==> src/rtl/hvs_pkg.sv <==
package hvs_pkg;

   typedef enum logic {
      ST_IDLE  = 1'b0,
      ST_SHIFT = 1'b1
   } hvs_state_t;

   // counter width for a modulus n, never below one bit
   function automatic int unsigned hvs_cnt_w(input int unsigned n);
      return (n > 1) ? $clog2(n) : 1;
   endfunction

endpackage

==> src/rtl/hvs_phase_timer.sv <==
module hvs_phase_timer import hvs_pkg::*; #(
   parameter int unsigned HALF_CYC = 6
) (
   input  logic clk,
   input  logic rst_n,
   input  logic run,
   output logic ser_clk,
   output logic fall_tick
);

   localparam int unsigned CNT_W = hvs_cnt_w(HALF_CYC);
   localparam logic [CNT_W-1:0] LAST = CNT_W'(HALF_CYC - 1);

   logic [CNT_W-1:0] cnt;
   logic             lvl;

   always_ff @(posedge clk) begin
      if (!rst_n) begin
         cnt <= '0;
         lvl <= 1'b0;
      end else if (!run) begin
         cnt <= '0;
         lvl <= 1'b0;
      end else if (cnt == LAST) begin
         cnt <= '0;
         lvl <= ~lvl;
      end else begin
         cnt <= cnt + 1'b1;
      end
   end

   assign ser_clk   = lvl;
   assign fall_tick = run && lvl && (cnt == LAST);

endmodule

==> src/rtl/hvs_lane_tx.sv <==
module hvs_lane_tx #(
   parameter int unsigned PAY_W   = 8,
   parameter int unsigned LEAD_W  = 1,
   parameter int unsigned TRAIL_W = 2
) (
   input  logic             clk,
   input  logic             rst_n,
   input  logic             load,
   input  logic             shift,
   input  logic [PAY_W-1:0] payload,
   output logic             lane_out
);

   localparam int unsigned FRAME_W = LEAD_W + PAY_W + TRAIL_W;

   logic [FRAME_W-1:0] frame_q;

   always_ff @(posedge clk) begin
      if (!rst_n) begin
         frame_q <= '0;
      end else if (load) begin
         frame_q <= {{LEAD_W{1'b0}}, payload, {TRAIL_W{1'b0}}};
      end else if (shift) begin
         frame_q <= {frame_q[FRAME_W-2:0], 1'b0};
      end
   end

   assign lane_out = frame_q[FRAME_W-1];

endmodule

==> src/rtl/hvs_ret_capture.sv <==
module hvs_ret_capture #(
   parameter int unsigned RET_W       = 8,
   parameter int unsigned SYNC_STAGES = 2
) (
   input  logic             clk,
   input  logic             rst_n,
   input  logic             ret_in,
   input  logic             clr,
   input  logic             take,
   output logic [RET_W-1:0] word
);

   logic ret_s;

   generate
      if (SYNC_STAGES == 0) begin : g_nosync
         assign ret_s = ret_in;
      end else begin : g_sync
         logic [SYNC_STAGES-1:0] sync_q;
         always_ff @(posedge clk) begin
            if (!rst_n) begin
               sync_q <= '0;
            end else begin
               sync_q[0] <= ret_in;
               for (int s = 1; s < int'(SYNC_STAGES); s++) begin
                  sync_q[s] <= sync_q[s-1];
               end
            end
         end
         assign ret_s = sync_q[SYNC_STAGES-1];
      end
   endgenerate

   always_ff @(posedge clk) begin
      if (!rst_n) begin
         word <= '0;
      end else if (clr) begin
         word <= '0;
      end else if (take) begin
         word <= {word[RET_W-2:0], ret_s};
      end
   end

endmodule

==> src/rtl/hvs_frame_shifter.sv <==
module hvs_frame_shifter import hvs_pkg::*; #(
   parameter int unsigned PAY_W        = 8,
   parameter int unsigned LEAD_W       = 1,
   parameter int unsigned TRAIL_W      = 2,
   parameter int unsigned RET_W        = 8,
   parameter int unsigned HALF_CYC     = 6,
   parameter int unsigned SYNC_STAGES  = 2,
   parameter int unsigned CLK_NS       = 20,
   parameter int unsigned MIN_PHASE_NS = 110,
   parameter int unsigned MIN_EDGE_NS  = 50
) (
   input  logic             clk,
   input  logic             rst_n,
   input  logic             start,
   input  logic [PAY_W-1:0] data_byte,
   input  logic [PAY_W-1:0] instr_byte,
   input  logic             ret_lane,
   output logic             ser_clk,
   output logic             dat_lane,
   output logic             ins_lane,
   output logic             busy,
   output logic             done,
   output logic [RET_W-1:0] rx_byte
);

   localparam int unsigned FRAME_W   = LEAD_W + PAY_W + TRAIL_W;
   localparam int unsigned BIT_W     = hvs_cnt_w(FRAME_W);
   localparam int unsigned NUM_LANES = 2;
   localparam int unsigned PHASE_NS  = HALF_CYC * CLK_NS;

   // elaboration-time parameter checks
   generate
      if (LEAD_W < 1 || TRAIL_W < 1) begin : g_bad_pad
         $error("frame padding widths must be at least one bit");
      end
      if (RET_W < 2 || RET_W > FRAME_W) begin : g_bad_ret
         $error("returned word must fit inside the frame");
      end
      if (HALF_CYC < 2 || HALF_CYC <= SYNC_STAGES) begin : g_bad_half
         $error("half period must exceed the return synchronizer depth");
      end
      if (PHASE_NS < MIN_PHASE_NS || PHASE_NS < MIN_EDGE_NS) begin : g_bad_time
         $error("half period too short for link timing");
      end
   endgenerate

   hvs_state_t       st;
   logic [BIT_W-1:0] bitn;
   logic             launch;
   logic             fall_tick;
   logic             last_fall;
   logic             take;
   logic             shift;
   logic [RET_W-1:0] cap;

   assign busy      = (st == ST_SHIFT);
   assign launch    = (st == ST_IDLE) && start;
   assign last_fall = fall_tick && (bitn == BIT_W'(FRAME_W - 1));
   assign take      = fall_tick && (bitn < BIT_W'(RET_W));
   assign shift     = fall_tick && !last_fall;

   always_ff @(posedge clk) begin
      if (!rst_n) begin
         st      <= ST_IDLE;
         bitn    <= '0;
         done    <= 1'b0;
         rx_byte <= '0;
      end else begin
         done <= 1'b0;
         case (st)
            ST_IDLE: begin
               if (start) begin
                  st   <= ST_SHIFT;
                  bitn <= '0;
               end
            end
            default: begin
               if (last_fall) begin
                  st      <= ST_IDLE;
                  done    <= 1'b1;
                  rx_byte <= cap;
               end else if (fall_tick) begin
                  bitn <= bitn + 1'b1;
               end
            end
         endcase
      end
   end

   hvs_phase_timer #(
      .HALF_CYC (HALF_CYC)
   ) u_timer (
      .clk       (clk),
      .rst_n     (rst_n),
      .run       (busy),
      .ser_clk   (ser_clk),
      .fall_tick (fall_tick)
   );

   logic [NUM_LANES-1:0][PAY_W-1:0] lane_pay;
   logic [NUM_LANES-1:0]            lane_bit;

   assign lane_pay[0] = data_byte;
   assign lane_pay[1] = instr_byte;

   generate
      for (genvar g = 0; g < int'(NUM_LANES); g++) begin : g_lane
         hvs_lane_tx #(
            .PAY_W   (PAY_W),
            .LEAD_W  (LEAD_W),
            .TRAIL_W (TRAIL_W)
         ) u_tx (
            .clk      (clk),
            .rst_n    (rst_n),
            .load     (launch),
            .shift    (shift),
            .payload  (lane_pay[g]),
            .lane_out (lane_bit[g])
         );
      end
   endgenerate

   assign dat_lane = lane_bit[0];
   assign ins_lane = lane_bit[1];

   hvs_ret_capture #(
      .RET_W       (RET_W),
      .SYNC_STAGES (SYNC_STAGES)
   ) u_cap (
      .clk    (clk),
      .rst_n  (rst_n),
      .ret_in (ret_lane),
      .clr    (launch),
      .take   (take),
      .word   (cap)
   );

   // serial clock stays low outside a frame
   a_r2_idle_clock_low : assert property (@(posedge clk) disable iff (!rst_n)
      !busy |-> !ser_clk);

   // both lanes rest low outside a frame
   a_r3_idle_lanes_low : assert property (@(posedge clk) disable iff (!rst_n)
      !busy |-> (!dat_lane && !ins_lane));

   // lanes move only while the serial clock is low
   a_r6_lanes_move_low : assert property (@(posedge clk) disable iff (!rst_n)
      (!$stable(dat_lane) || !$stable(ins_lane)) |-> !ser_clk);

   // completion is a single-cycle pulse
   a_r8_done_pulse : assert property (@(posedge clk) disable iff (!rst_n)
      done |=> !done);

   // busy ends exactly with done
   a_r9_busy_ends_done : assert property (@(posedge clk) disable iff (!rst_n)
      $fell(busy) |-> done);

   // a request during a frame does not end or restart it
   a_r10_start_ignored : assert property (@(posedge clk) disable iff (!rst_n)
      (busy && start && !last_fall) |=> (busy && !done));

endmodule

==> config.mk <==
export PLATFORM = sky130hd
export DESIGN_NAME = hvs_frame_shifter
export DESIGN_NICKNAME = d
export VERILOG_FILES = /design/src/rtl/hvs_pkg.sv /design/src/rtl/hvs_phase_timer.sv /design/src/rtl/hvs_lane_tx.sv /design/src/rtl/hvs_ret_capture.sv /design/src/rtl/hvs_frame_shifter.sv
export SDC_FILE = /design/constraint.sdc
export NUM_CORES = 1
export LEC_CHECK = 0
export CAP_MARGIN = 20
export CELL_PAD_IN_SITES_DETAIL_PLACEMENT = 2
export CELL_PAD_IN_SITES_GLOBAL_PLACEMENT = 2
export CORE_MARGIN = 8
export CORE_UTILIZATION = 38
export CTS_CLUSTER_DIAMETER = 60
export DETAILED_ROUTE_END_ITERATION = 10
export DONT_BUFFER_PORTS = 1
export GPL_TIMING_DRIVEN = 0
export PLACE_DENSITY = 0.82
export SYNTH_ARGS = -nofsm -noshare
export SYNTH_HDL_FRONTEND = slang
export SYNTH_SLANG_ARGS = --single-unit
==> constraint.sdc <==
create_clock -name clk -period 1.75 [get_ports clk]
set_input_delay 0.35 -clock clk [delete_from_list [all_inputs] [get_ports clk]]
set_output_delay 0.35 -clock clk [all_outputs]
set_load 0.05 [all_outputs]
==> run metrics <==
clock buffers created by TritonCTS=5; Die Area=roughly 8000 sq um; post-DR vias/cell=between 5 and 6; Setup Viol. Count Final=0; Placed Cells=297; Core ar.=5170 sq um; I/O Buffers=0; Total Routing Usage GR=approximately 16%; die width=~90 microns; antenna violations before repair=0; GR peak layer=met2; Mean Syn Cell Area=~9 sq um; root buf cell=clkbuf_8; syn nets=between 200 and 300; global-route wire length before repair=between 9000 and 10000 microns; Seq pwr share=58.0%; met1 GRT Util=between 10% and 20%; Hold Vio Cnt, Final=0; Hold Buf Count CTS=0; Final Skew=around 0.008 ns; placed cell areas=2140 sq um; post-layout min period=1.63 ns; sw power=0.467 mW; worst slack at placement=-0.135 ns; Max Clk Rate=612 MHz; Worst Path Arrival=1.82 ns; Routability Congestion=roughly 0.75; Layout area overhead=9.00%; CP top delay family=buffers and inverters; Seq/Total Area, Yosys=44.8%; RSZ-0062 raised after global routing=false; diodes inserted=0; drc violations=0; wire per inst=19.4 microns; vias after detailed routing=1713; Static Leakage=0.754 nW; Finished Layout Cells=305; fin. max-slew vios=0; Die Y-Extent=89.6 microns; Overflow after GRT=0; worst-skew pair later-pin latency=0.30 ns; met3 usage=4.73%; Synth Register Bits=46; Comb power frac=6.3%; post-route core utilization=approximately 43%; io pins=33; Antenna Nets Post-Route=0; # rows=26; Cell variety after synth=38; critical path's largest stage delay=0.40 ns; critical path peak fanout=10; crit share post-route=93.3%; final wirelength=5930 microns; Post-CTS Resized=3; Cells after Synth=around 230; fin nets=between 200 and 300; Least-Margin Pin Slew=0.532 ns; clk buf depth=2; Worst-path clk slew=about 0.09 ns; Mapped Area=2060 sq um; max cap viols=0; fraction of layout cells with a size suffix above 1=19.1%; First-pass DRT Iterations=4; postcts setup bufs=0; crit path cell chain=inv_1 > ha_1 > and3b_1 > clkbuf_2 > buf_2 > o2111ai_1 > o31ai_1; CP Capture Type=flip-flop; fin worst setup slack=0.117 ns; H-tree Lvls=2; CTS Sinks=46; Int Pwr=~1.4 mW; Clock power frac=35.8%; sw frac=24.4%; relative slew slack=~64%; WS Path Type=flip-flop to flip-flop; Critical path buffers and inverters=3; DR iter-0 viols=about 80; Max rail drop VDD=0.372 mV; CP startpoint kind=flip-flop; Hold/Removal Path Class=input port to flip-flop; total power=1.91 mW; CTS tree=done; Crit-path slowest cell=dfxtp_1; Starting Density=39.8%; Finished Cell Area=approximately 2200 sq um; Worst EP required=1.94 ns; WHS=0.175 ns; status=finished clean; HPWL after DPL=4250 microns; Setup TNS=0 ns; Synthesis Warnings=0; PwrDens=roughly 850 nW/um^2; pin count of the biggest net entering global routing=14; M2 GR Usage=a little over a quarter; vias in the first global route=1855
-- cells by family after synthesis --
logic type	Yosys count	share of synthesized area, %
simple gates	73	19.9
fa+ha+maj	4	2.43
buf+inv	25	6.39
flops	46	44.8
compound gates	76	25.2
mux	1	0.487
xor+xnor	2	0.852
-- layer usage --
| metal | share of wire, % | up-vias |
|---|---|---|
| met5 | 0 | - |
| met4 | 0.86 | 0 |
| met3 | 5.4 | 4 |
| met2 | 48 | 28 |
| met1 | 46 | 850 |
| li1 | - | 831 |
-- cells in the final DEF (no fill, tap or decap), drive strengths merged, types with 2 or more instances in the layout --
cell type,Yosys,routed
nand2,7,7
o211ai,4,4
a21boi,12,12
clkinv,1,2
dfxtp,46,46
nor3,14,14
and2,2,2
o21ai,32,32
a211oi,14,14
clkbuf,9,16
or3,2,2
buf,12,12
ha,4,4
nor2,18,18
a21oi,11,11
nand3,22,22
inv,3,3
-- registers in the layout, summed over array words and instances (netlist names) --
register and cells:
done 1, busy 1, g_lane.u_tx.frame_q 18, u_cap.g_sync.sync_q 2, u_timer.cnt 3, u_timer.ser_clk 1, rx_byte 8, u_cap.word 8
bitn 4
-- area by class of cell --
class,count,area (sq um)
Clock inverter,1,5.00
Multi-Input combinational cell,156,1000
Inverter,4,15.0
Sequential cell,46,926
Tap cell,70,87.6
Clock buffer,7,86.3
Buffer,21,118
Fill cell,573,2930
-- synthesized netlist by cell type, drive strengths merged --
library cell	number	area share, %
nor3b	1	0.37
and4	1	0.43
clkinv	1	0.18
xnor2	1	0.43
nor2	18	3.3
and2	2	0.61
nor3	14	5.8
o221a	1	0.55
and3b	1	0.43
nand2	7	1.4
a21boi	12	4.4
and3	1	0.30
nand4	1	0.30
dfxtp	46	45
o31ai	1	0.37
buf	12	4.0
nor2b	1	0.30
xor2	1	0.43
nand2b	1	0.30
o2111ai	1	0.43
inv	3	0.55
or3	2	0.61
o21ai	32	7.8
nand3b	1	0.37
o211ai	4	1.5
nand3	22	5.4
ha	4	2.4
a211oi	14	7.5
mux2i	1	0.49
clkbuf	9	1.7
a21oi	11	2.7
-- power by group through the flow --
stage / Combinational (mW) / Clock (mW) / Sequential [mW]
after floorplan: 0.0927 / 0 / 1.13
after global placement: 0.115 / 0 / 1.13
after detailed placement: 0.121 / 0 / 1.13
after CTS: 0.123 / 0.707 / 1.11
after global routing: 0.134 / 0.745 / 1.11
final: 0.120 / 0.684 / 1.11
-- worst paths after layout --
check	startpoint	end	slack, ns	cells past startpoint
max	bitn[0]	bitn[3]	0.12	7
min	ret_lane	u_cap.g_sync.sync_q[0]	0.18	1
max reg2reg	bitn[0]	bitn[3]	0.12	7
min reg2reg	u_cap.g_sync.sync_q[0]	u_cap.g_sync.sync_q[1]	0.44	1
Power figures use the tool's default switching activity.
